==> src/rtl/fcal_pkg.sv <==
package fcal_pkg;

    localparam int CODE_MAX = 36;
    localparam int CODE_W   = 6;

    typedef enum logic [1:0] {
        ST_IDLE = 2'd0,
        ST_MEAS = 2'd1,
        ST_CALC = 2'd2
    } cal_state_e;

    typedef struct packed {
        logic [CODE_W-1:0] code;
        logic              err;
    } bank_res_t;

    // Clip a signed raw bank value into the realisable range.
    function automatic bank_res_t sat_code(input logic signed [31:0] raw);
        bank_res_t r;
        if (raw < 0) begin
            r.code = '0;
            r.err  = 1'b1;
        end else if (raw > CODE_MAX) begin
            r.code = CODE_W'(CODE_MAX);
            r.err  = 1'b1;
        end else begin
            r.code = raw[CODE_W-1:0];
            r.err  = 1'b0;
        end
        return r;
    endfunction

endpackage

==> src/rtl/osc_edge_counter.sv <==
module osc_edge_counter #(
    parameter int CNT_W = 16
) (
    input  logic             clk,
    input  logic             rst,
    input  logic             osc_in,
    input  logic             clear,
    input  logic             enable,
    output logic [CNT_W-1:0] count
);
    logic [2:0] sync_q;
    logic       rise;

    always_ff @(posedge clk) begin
        if (rst) sync_q <= '0;
        else     sync_q <= {sync_q[1:0], osc_in};
    end

    assign rise = sync_q[1] & ~sync_q[2];

    always_ff @(posedge clk) begin
        if (rst || clear)
            count <= '0;
        else if (enable && rise && (count != {CNT_W{1'b1}}))
            count <= count + 1'b1;
    end
endmodule

==> src/rtl/cal_sequencer.sv <==
module cal_sequencer
    import fcal_pkg::*;
#(
    parameter int WIN_CYCLES = 1024
) (
    input  logic       clk,
    input  logic       rst,
    input  logic       start,
    output cal_state_e state,
    output logic       done
);
    localparam int WIN_W = (WIN_CYCLES > 1) ? $clog2(WIN_CYCLES) : 1;
    localparam logic [WIN_W-1:0] WIN_LAST = WIN_W'(WIN_CYCLES - 1);

    logic [WIN_W-1:0] win_q;

    always_ff @(posedge clk) begin
        if (rst) begin
            state <= ST_IDLE;
            win_q <= '0;
            done  <= 1'b0;
        end else begin
            done <= 1'b0;
            if (start) begin
                state <= ST_MEAS;
                win_q <= '0;
            end else begin
                case (state)
                    ST_MEAS: begin
                        if (win_q == WIN_LAST) state <= ST_CALC;
                        else                   win_q <= win_q + 1'b1;
                    end
                    ST_CALC: begin
                        state <= ST_IDLE;
                        done  <= 1'b1;
                    end
                    default: state <= ST_IDLE;
                endcase
            end
        end
    end
endmodule

==> src/rtl/bank_code_unit.sv <==
module bank_code_unit
    import fcal_pkg::*;
#(
    parameter int CNT_W  = 16,
    parameter int TGT_W  = 8,
    parameter int SHIFT  = 12,
    parameter int OFFSET = 0
) (
    input  logic [CNT_W-1:0] count,
    input  logic [TGT_W-1:0] target,
    output bank_res_t        result
);
    localparam int PROD_W = CNT_W + TGT_W;

    logic [PROD_W-1:0]  prod;
    logic signed [31:0] raw;

    always_comb begin
        prod   = PROD_W'(count) * PROD_W'(target);
        raw    = signed'(32'(prod >> SHIFT)) + 32'(OFFSET);
        result = sat_code(raw);
    end
endmodule

==> src/rtl/filter_cap_cal.sv <==
module filter_cap_cal
    import fcal_pkg::*;
#(
    parameter int WIN_CYCLES = 1024,
    parameter int CNT_W      = 16,
    parameter int TGT_W      = 8,
    parameter int SHIFT      = 12,
    parameter int OFS_A      = 0,
    parameter int OFS_B      = 0
) (
    input  logic              clk,
    input  logic              rst,
    input  logic              wr_en,
    input  logic [TGT_W-1:0]  wr_data,
    input  logic              osc_in,
    output logic              busy,
    output logic              done,
    output logic [CODE_W-1:0] code_a,
    output logic [CODE_W-1:0] code_b,
    output logic              err_a,
    output logic              err_b
);
    localparam int NBANK = 2;

    logic             lock_q;
    logic [TGT_W-1:0] target_q;
    logic             accept;
    logic             start;
    cal_state_e       state;
    logic [CNT_W-1:0] count;
    bank_res_t        res_d [NBANK];
    bank_res_t        res_q [NBANK];

    assign accept = wr_en && !lock_q;
    assign start  = accept && (wr_data != '0);

    always_ff @(posedge clk) begin
        if (rst) begin
            lock_q   <= 1'b0;
            target_q <= '0;
        end else if (accept) begin
            if (wr_data == '0) lock_q   <= 1'b1;
            else               target_q <= wr_data;
        end
    end

    osc_edge_counter #(.CNT_W(CNT_W)) u_cnt (
        .clk    (clk),
        .rst    (rst),
        .osc_in (osc_in),
        .clear  (start),
        .enable (state == ST_MEAS),
        .count  (count)
    );

    cal_sequencer #(.WIN_CYCLES(WIN_CYCLES)) u_seq (
        .clk   (clk),
        .rst   (rst),
        .start (start),
        .state (state),
        .done  (done)
    );

    for (genvar g = 0; g < NBANK; g++) begin : g_bank
        localparam int OFS = (g == 0) ? OFS_A : OFS_B;

        bank_code_unit #(
            .CNT_W(CNT_W), .TGT_W(TGT_W), .SHIFT(SHIFT), .OFFSET(OFS)
        ) u_bank (
            .count  (count),
            .target (target_q),
            .result (res_d[g])
        );

        always_ff @(posedge clk) begin
            if (rst)                                 res_q[g] <= '0;
            else if (state == ST_CALC && !start)     res_q[g] <= res_d[g];
        end
    end

    assign busy   = (state != ST_IDLE);
    assign code_a = res_q[0].code;
    assign err_a  = res_q[0].err;
    assign code_b = res_q[1].code;
    assign err_b  = res_q[1].err;
endmodule

==> config.mk <==
export PLATFORM = sky130hd
export DESIGN_NAME = filter_cap_cal
export DESIGN_NICKNAME = d
export VERILOG_FILES = /design/src/rtl/fcal_pkg.sv /design/src/rtl/osc_edge_counter.sv /design/src/rtl/cal_sequencer.sv /design/src/rtl/bank_code_unit.sv /design/src/rtl/filter_cap_cal.sv
export SDC_FILE = /design/constraint.sdc
export NUM_CORES = 1
export LEC_CHECK = 0
export BUFFER_PORTS_ARGS = -buffer_cell sky130_fd_sc_hd__clkbuf_2
export CORE_ASPECT_RATIO = 2
export CORE_UTILIZATION = 65
export CTS_CLUSTER_SIZE = 25
export DETAILED_ROUTE_END_ITERATION = 16
export PLACE_DENSITY = 0.88
export SLEW_MARGIN = 0
export SYNTH_ARGS = -nofsm -noshare
export SYNTH_HDL_FRONTEND = slang
export SYNTH_HIERARCHICAL = 1
export SYNTH_SLANG_ARGS = --single-unit
export TNS_END_PERCENT = 20
==> constraint.sdc <==
create_clock -name clk -period 11.8 [get_ports clk]
set_clock_uncertainty 0.2 [all_clocks]
set_input_delay 1.18 -clock clk [delete_from_list [all_inputs] [get_ports clk]]
set_output_delay 1.18 -clock clk [all_outputs]
set_load 0.02 [all_outputs]
# Word level (Yosys, flattened, before mapping)
# Memories as Yosys holds them, arrays and structs flattened.
# Cells that the tools add are included.
# W data, S select, Z words.
[op_classes] add_sub_neg=2 multipliers=1 n_div=0 order_cmp=2 n_eq_ne=5 shifts=0 mux=13 bitwise=7 reduce_logical=16
[op_table] cell="$mux W7" count=4
[op_table] cell="$mul A16 B8 Y24" count=1
[op_table] cell="$add A16 B1 Y16 const B" count=1
[op_table] cell="$ne A16 B16 Y1 const B" count=1
[op_table] cell="$gt A12 B6 Y1 const B" count=1
[op_table] cell="$lt A12 B1 Y1 const B" count=1
[op_table] cell="$add A10 B1 Y10 const B" count=1
[op_table] cell="$eq A10 B10 Y1 const B" count=1
[op_table] cell="$mux W1" count=9
[op_table] cell="$logic_not A8 Y1" count=1
[op_table] cell="$reduce_bool A8 Y1" count=1
[op_table] cell="$reduce_and A2 Y1" count=3
[op_table] cell="$logic_and A1 B1 Y1" count=5
[op_table] cell="$not A1 Y1" count=4
[op_table] cell="$ne A3 B2 Y1 const B" count=1
[op_table] cell="$reduce_or A3 Y1" count=1
[op_table] cell="$eq A2 B1 Y1 const B" count=1
[op_table] cell="$eq A2 B2 Y1 const B" count=1
[op_table] cell="$logic_not A1 Y1" count=2
[op_table] cell="$or A1 B1 Y1" count=2
[op_table] cell="$reduce_bool A2 Y1" count=1
[op_table] cell="$reduce_or A2 Y1" count=1
[op_table] cell="$and A1 B1 Y1" count=1
[op_table] cell="$logic_or A1 B1 Y1" count=1
[word_totals] register_bits=41 latchBits=0 ramBits=14 rom_bits=0 n_memories=1
[mem_list] name="res_q" words=2 width=7 read_ports=2 rd_clocked_by_memory_dff=0 wr=2 line="filter_cap_cal.sv:32" text="bank_res_t res_q [NBANK];"

# Depth between registers and ports, before layout
# Gate-level depths: netlist of run 1.
[depth] depth_word=9 mapped_depth=21 mapped_depth_nobuf=19

# Cells and area by module
# The synthesis of run 1 kept the hierarchy.
[by_module_without_submodules] mod="bank_code_unit at g_bank[0].u_bank" n_inst=1 cells_per_inst=523 area_each_um2=4304.1 seq_area_each_um2=0.0
[by_module_without_submodules] mod="bank_code_unit at g_bank[1].u_bank" n_inst=1 cells_per_inst=496 area_each_um2=4162.7 seq_area_each_um2=0.0
[by_module_without_submodules] mod="filter_cap_cal" n_inst=1 cells_per_inst=80 area_each_um2=1049.8 seq_area_each_um2=600.6
[by_module_without_submodules] mod="osc_edge_counter" n_inst=1 cells_per_inst=108 area_each_um2=954.7 seq_area_each_um2=380.4
[by_module_without_submodules] mod="cal_sequencer" n_inst=1 cells_per_inst=68 area_each_um2=609.3 seq_area_each_um2=260.2

# Worst setup path after synthesis of run 1
# OpenSTA, ideal clock, no wires.
[synth_timing] kind="reg2reg" from="register target_q[6]" to="memory res_q[0][3] (netlist bit), data pin" setup_time_ns=0.282 arrival_ns=5.653 t_required_ns=11.318 setup_slack_ns=5.665 stages_incl_launch_ff=19 n_path_buf=3 period_less_slack_ns=6.135 path_cell_list="dfxtp_1 -> clkbuf_1 -> and2_1 -> fa_1 -> fa_1 -> fa_1 -> inv_1 -> fa_1 -> inv_1 -> ha_1 -> clkbuf_1 -> and2_1 -> o2111ai_1 -> a22oi_1 -> mux2_2 -> or4_1 -> buf_2 -> or4b_1 -> nor4b_2"
[synth_rtl] element="start: declaration" line="filter_cap_cal.sv:26" text="logic [TGT_W-1:0] target_q;"
[synth_rtl] element="start signal: assignment" line="filter_cap_cal.sv:43" text="else target_q <= wr_data;"
[synth_rtl] element="end: declaration" line="filter_cap_cal.sv:32"

==> results.cfg, run 1 <==
[power_and_ir_drop]
peakVddDrop_uv = 57.5
powerDensity_nw_per_um2 = 36.8
finalPower_w = 0.000423
power.leakage_nw = 5.65

[yosys]
synthesis.nets = 1537
ys_seq_area_share_pct = 11.2
syn_inst = 1275
synth_cell_types = 88
yosysWarnings = 6
synth_edf_count = 14
yosys_most_used_dff = dfxtp_1
syn_area_um2 = 11100
synth-seq-cells = 55
synth_area_per_cell_um2 = 8.69
async_flop_share_pct = 0

[timing]
finalCriticalPeriod_ns = 7.07
tns_ns = 0
hold_violations = 0
slew_headroom_pct = 18.9
final-setup-viol-count = 0
tightest_slew_ns = 1.21
final_max_slew_viol_count = 0
rsz0062_at_grt = false
period_share_pct = 59.9
max_freq_mhz = 141

[drt]
met1Wirelength_mm = 9.34
route.met3.wl_um = 852
wl_per_cell_um = 18.5
via_per_inst = 6.25
drt_iter0_markers = 651
wl_met2_mm = 15.1
wl_mm = 27.4
routed.top_layer = met4
vias = 9264
drtAntennaViolNets = 0
drt_first_pass_iters = 5
drc_errors = 0

[place]
place_area_um2 = 11300
port_buffers = 27
place_hpwl_mm = 21.3
place.gp.congestion = 0.980

[setup_path]
end_kind = flop
reg2regPathDepth = 17
worstPathCellList = nand2_1 -> fa_1 -> fa_1 -> inv_1 -> fa_1 -> inv_1 -> fa_1 -> inv_1 -> ha_1 -> nand4_1 -> a21oi_1 -> a21oi_1 -> a22oi_1 -> mux2_2 -> or4_1 -> nor4_1 -> nor4b_1
criticalPathCategory = flop to flop
crit_fanout = 33
slowest_stage = dfxtp_1
max_stage_delay_ns = 1.03
cp.arrival_ns = 6.99
start_kind = flop
path_common_cell = fa_1
critPathRequiredTime_ns = 11.72

[status]
run_status = finished, final reports clean

[clock_tree]
ctsRootBufferMaster = clkbuf_16
cts.htree.levels = 2
cts_setup_buffers = 0
clock_latency_ns = 0.31
cts_max_path_buffers = 2
clkSinkCount = 55
clk_pin_slew_ns = 0.08
cts_resized = 0
cts_tree = done
hold_buffers = 0
cts_buffers = 5

[worst_hold_path]
hold-path-cell-count = 1
hp-class = flop to flop

[flow_run]
cap_violations = 0

[global_routing]
grt_pass1_wl_mm = 45.3
grt_pass1_vias = 9788
grt-ovfl-total = 0
antenna_found_initial = 0
grtUsageTotal_pct = 32.9
grt_max_degree = 36

[floorplanning]
die_h_um = 187
core-area_um2 = 16700
die_area_um2 = 17600
rows = 67
start_util_pct = 66.4
die_w_um = 94.3
num_io_pins = 28

[cells_and_area]
final_layout_size_suffix_gt1_share_pct = 6.98
finish.instance_area_um2 = 11500
nets = 1536
final_cell_mix = inv_1, and2_1, fa_1
diodes = 0
syn2layout_area_growth_pct = 3.84
final_common_cell = inv_1
==> synth_stat cells, types with 4 or more instances <==
| master | instances | area [um^2] |
|---|---|---|
| o21ai_0 | 30 | 150 |
| o2111ai_1 | 4 | 35.0 |
| o21bai_1 | 4 | 30.0 |
| xor2_1 | 10 | 87.6 |
| nor2b_1 | 11 | 68.8 |
| o21a_1 | 12 | 90.1 |
| ha_1 | 84 | 1050 |
| a31oi_1 | 7 | 43.8 |
| a21o_1 | 10 | 75.1 |
| mux2i_1 | 4 | 40.0 |
| o211ai_1 | 8 | 60.1 |
| nor4b_2 | 7 | 105 |
| nor4b_1 | 6 | 52.6 |
| a21oi_1 | 49 | 245 |
| xnor2_1 | 11 | 96.3 |
| and3_1 | 4 | 25.0 |
| nor3_1 | 14 | 70.1 |
| or4_1 | 7 | 52.6 |
| a211o_1 | 4 | 35.0 |
| buf_2 | 6 | 30.0 |
| nor4_1 | 9 | 56.3 |
| nand2b_1 | 5 | 31.3 |
| nand3_1 | 15 | 75.1 |
| a21oi_2 | 4 | 35.0 |
| and2_1 | 201 | 1260 |
| nand4_1 | 14 | 87.6 |
| fa_1 | 166 | 3320 |
| inv_1 | 223 | 837 |
| nand2_1 | 108 | 405 |
| nor2_1 | 41 | 154 |
| dfxtp_1 | 41 | 821 |
| a211oi_1 | 14 | 105 |
| clkbuf_1 | 27 | 101 |
| or2_2 | 5 | 31.3 |
| edfxtp_1 | 14 | 420 |
| or3_1 | 9 | 56.3 |
==> worst max-delay path, delay by kind of cell (launching register included) <==
kind / cells / cell delay [ns]
compound gates: 3 / 0.81
buf+inv: 3 / 0.19
flops: 1 / 1.03
fa+ha+maj: 5 / 2.47
mux: 1 / 0.38
simple gates: 5 / 1.79
==> logic make-up (layout without fill, tap and decap cells) <==
| kind of cell | count (synthesis) | after routing | share of synthesized area [%] |
|---|---|---|---|
| AND/OR/NAND/NOR | 489 | 489 | 26.0 |
| buffers and inverters | 266 | 266 | 9.39 |
| adder cells (fa/ha/maj) | 250 | 250 | 39.5 |
| AO/OA/AOI/OAI | 187 | 187 | 11.6 |
| flip-flops | 55 | 55 | 11.2 |
| XOR/XNOR | 21 | 21 | 1.66 |
| multiplexers | 7 | 7 | 0.666 |
==> final timing paths <==
| path | startpoint | endpoint | slack, ns |
|---|---|---|---|
| min | u_cnt/sync_q[0] | u_cnt/sync_q[1] | 0.26 |
| max | target_q[6] | res_q[0][1] | 4.73 |
| min reg2reg | u_cnt/sync_q[0] | u_cnt/sync_q[1] | 0.26 |
| max reg2reg | target_q[6] | res_q[0][1] | 4.73 |
==> state kept, by name, summed over array words and instances, names as in the netlist <==
register	cells
u_cnt/sync_q	3
u_seq/state	2
target_q	8
lock_q	1
u_seq/win_q	10
u_seq/done	1
res_q	14
u_cnt/count	16
==> where the power goes <==
group	leakage [nW]	total [W]	internal (W)	switching [W]
combinational	5.09	0.0000353	0.00000960	0.0000257
sequential	0.474	0.000206	0.000197	0.00000899
clock	0.0863	0.000182	0.000103	0.0000789
total	5.65	0.000423	0.000309	0.000114
==> area by class of cell <==
| class | count | area, um^2 |
|---|---|---|
| sequential | 55 | 1240 |
| fill | 1289 | 5180 |
| inverter | 223 | 837 |
| multi-input combinational | 954 | 8800 |
| tap | 207 | 259 |
| timing repair buffer | 35 | 195 |
| clock inverter | 3 | 50.0 |
| clock buffer | 5 | 125 |
==> layer usage <==
metal  vias up  track usage, %
met4         0            23.8
met5         -               0
met3       162            2.40
li1       4160               -
met1      4617            33.3
met2       325            60.9
==> stage by stage <==
step | hold WS [ns] | utilization, % | setup WS, ns | instances
5_1_grt | 0.261 | 69.0 | 4.39 | 1482
3_5_place_dp | 0.242 | 67.9 | 4.83 | 1474
4_1_cts | 0.261 | 69.0 | 4.83 | 1482
6_report | 0.255 | 69.0 | 4.73 | 1482
3_3_place_gp | 0.231 | 67.9 | 4.97 | 1474
2_1_floorplan | 0.214 | - | 5.66 | 1275
Note: power is estimated with default switching activity, not from simulation.
==> run 2: changes to the inputs <==
Settings changed: ABC_AREA set to 1, CORE_UTILIZATION 65 to 60, PLACE_DENSITY 0.88 to 0.86.
Clock period 11.8 ns to 6.3 ns, I/O delays scaled along.
==> results.cfg, run 2 <==
[global_routing]
grt_pass1_vias = 11930
grt_max_degree = 31
grt_pass1_wl_mm = 53.2
grtUsageTotal_pct = 33.4
antenna_found_initial = 0
grt-ovfl-total = 0

[timing]
slew_headroom_pct = 27.3
period_share_pct = 96.0
fin_ws_ns = 0.251
max_freq_mhz = 165
final-setup-viol-count = 0
hold_violations = 0
final_max_slew_viol_count = 0
finalCriticalPeriod_ns = 6.05
rsz0062_at_grt = false
tightest_slew_ns = 1.09
tns_ns = 0

[yosys]
yosys_most_used_dff = dfxtp_1
synth_area_per_cell_um2 = 6.63
synthesis.nets = 2085
synth_area_leader_cell = fa_1
async_flop_share_pct = 0
ys_seq_area_share_pct = 10.3
synth_edf_count = 14
yosysMostFrequentCell = inv_1
synth_cell_types = 38
syn_inst = 1823
ys_top_cells_by_area = fa_1, inv_1, nand2_1, ha_1, dfxtp_1
syn_area_um2 = 12100
yosys-top-cells-count = inv_1, nand2_1, fa_1
yosysWarnings = 6
synth-seq-cells = 55
synth.top_cell.area_share_pct = 27.5

[place]
place_hpwl_mm = 25.9
place_area_um2 = 12500
place.gp.congestion = 0.957
pre_cts_ws_ns = 0.384
port_buffers = 27

[clock_tree]
clkSinkCount = 55
cts_tree = done
cts_resized = 0
cts_setup_buffers = 0
cts_max_path_buffers = 2
cts_buffers = 5
cts.htree.levels = 2
clk_pin_slew_ns = 0.09
hold_buffers = 0
ctsRootBufferMaster = clkbuf_16
clock_latency_ns = 0.32

[drt]
routed.top_layer = met4
drtAntennaViolNets = 0
vias = 10938
route.met3.wl_mm = 1.64
drt_first_pass_iters = 6
wl_mm = 31.3
wl_per_cell_um = 15.0
drt_iter0_markers = 570
met1Wirelength_mm = 9.37
via_per_inst = 5.23
wl_met2_mm = 16.8
drc_errors = 0

[power_and_ir_drop]
power.leakage_nw = 8.30
peakVddDrop_uv = 94.5
finalPower_w = 0.000799
powerDensity_nw_per_um2 = 62.9

[floorplanning]
core-area_um2 = 19800
die_area_um2 = 20700
start_util_pct = 61.0
rows = 73
num_io_pins = 28
die_h_um = 203
die_w_um = 102

[setup_path]
cp.arrival_ns = 5.91
crit_fanout = 27
start_kind = flop
critPathRequiredTime_ns = 6.16
criticalPathCategory = flop to flop
end_kind = flop

[cells_and_area]
largest_reg_flops = 16
nets = 2090
reg_top3 = u_cnt/count x16, res_q x14, u_seq/win_q x10
finish.instance_area_um2 = 12700
diodes = 0
syn2layout_area_growth_pct = 5.13
final_common_cell = inv_1
fin_util_pct = 64.1
n_fill_cell = 1735
final_layout_size_suffix_gt1_share_pct = 8.09
final_cell_mix = inv_1, nand2_1, fa_1
max_flop_register = u_cnt/count

[worst_hold_path]
hp-class = flop to flop

[status]
run_status = finished, final reports clean

[flow_run]
cap_violations = 0
==> run 2: through the flow <==
step	hold WS, ns	std cells
floorplan	0.188	1823
global placement	0.208	2083
detailed placement	0.203	2083
CTS	0.217	2091
global route	0.232	2091
finish	0.217	2091
==> run 2: worst paths after layout <==
path,slack [ns],from,to,cells after the start
setup / recovery,0.25,target_q[5],res_q[0][5],23
hold / removal,0.22,u_cnt/sync_q[0],u_cnt/sync_q[1],2
setup reg to reg,0.25,target_q[5],res_q[0][5],23
hold reg to reg,0.22,u_cnt/sync_q[0],u_cnt/sync_q[1],2
==> run 2: logic make-up after synthesis <==
family | Yosys count | share of synthesized area (%)
DFF | 55 | 10.3
and+or+nand+nor | 825 | 30.3
AOI/OAI and AO/OA | 68 | 3.22
xor gates and xnor gates | 9 | 0.652
buffers and inverters | 616 | 19.4
adders and majority gates | 250 | 36.2
==> run 2: cell type report <==
cell class	count	area [um^2]	area share [%]
Clock buffer	6	139	1.09
Timing Repair Buffer	57	385	3.03
Inverter	557	2090	16.5
Multi-Input combinational cell	1152	8500	66.9
Tap cell	262	328	2.58
Clock inverter	2	17.5	0.138
Sequential cell	55	1240	9.77
==> run 2: layer usage <==
layer / vias to the layer above / GRT usage (%)
met5: - / 0
met1: 5052 / 29.2
met3: 224 / 5.40
met4: 0 / 32.2
met2: 466 / 61.0
li1: 5196 / -
==> run 2: power breakdown <==
group          switching [W]  leakage, nW  internal [W]  total [W]
logic              0.0000609         7.74     0.0000267  0.0000876
clock network       0.000157       0.0793      0.000163   0.000319
registers          0.0000210        0.472      0.000371   0.000392
total               0.000239         8.30      0.000560   0.000799
==> run 2: critical path, cell delays in order, from the launching register on <==
cell and delay, ns:
dfxtp_1 1.05, nand2_1 0.20, inv_1 0.14, fa_1 0.46
fa_1 0.52, fa_1 0.59, inv_1 0.07, fa_1 0.53
inv_1 0.04, ha_1 0.31, nand2_1 0.14, nor2_1 0.15
and2_1 0.16, nand2_1 0.07, nand3_1 0.19, nand2_1 0.11
nand3b_1 0.10, nand2_1 0.17, nand3_1 0.14, nand2_1 0.10
nand3_4 0.16, nor2_2 0.04, inv_1 0.09, nor2_4 0.04
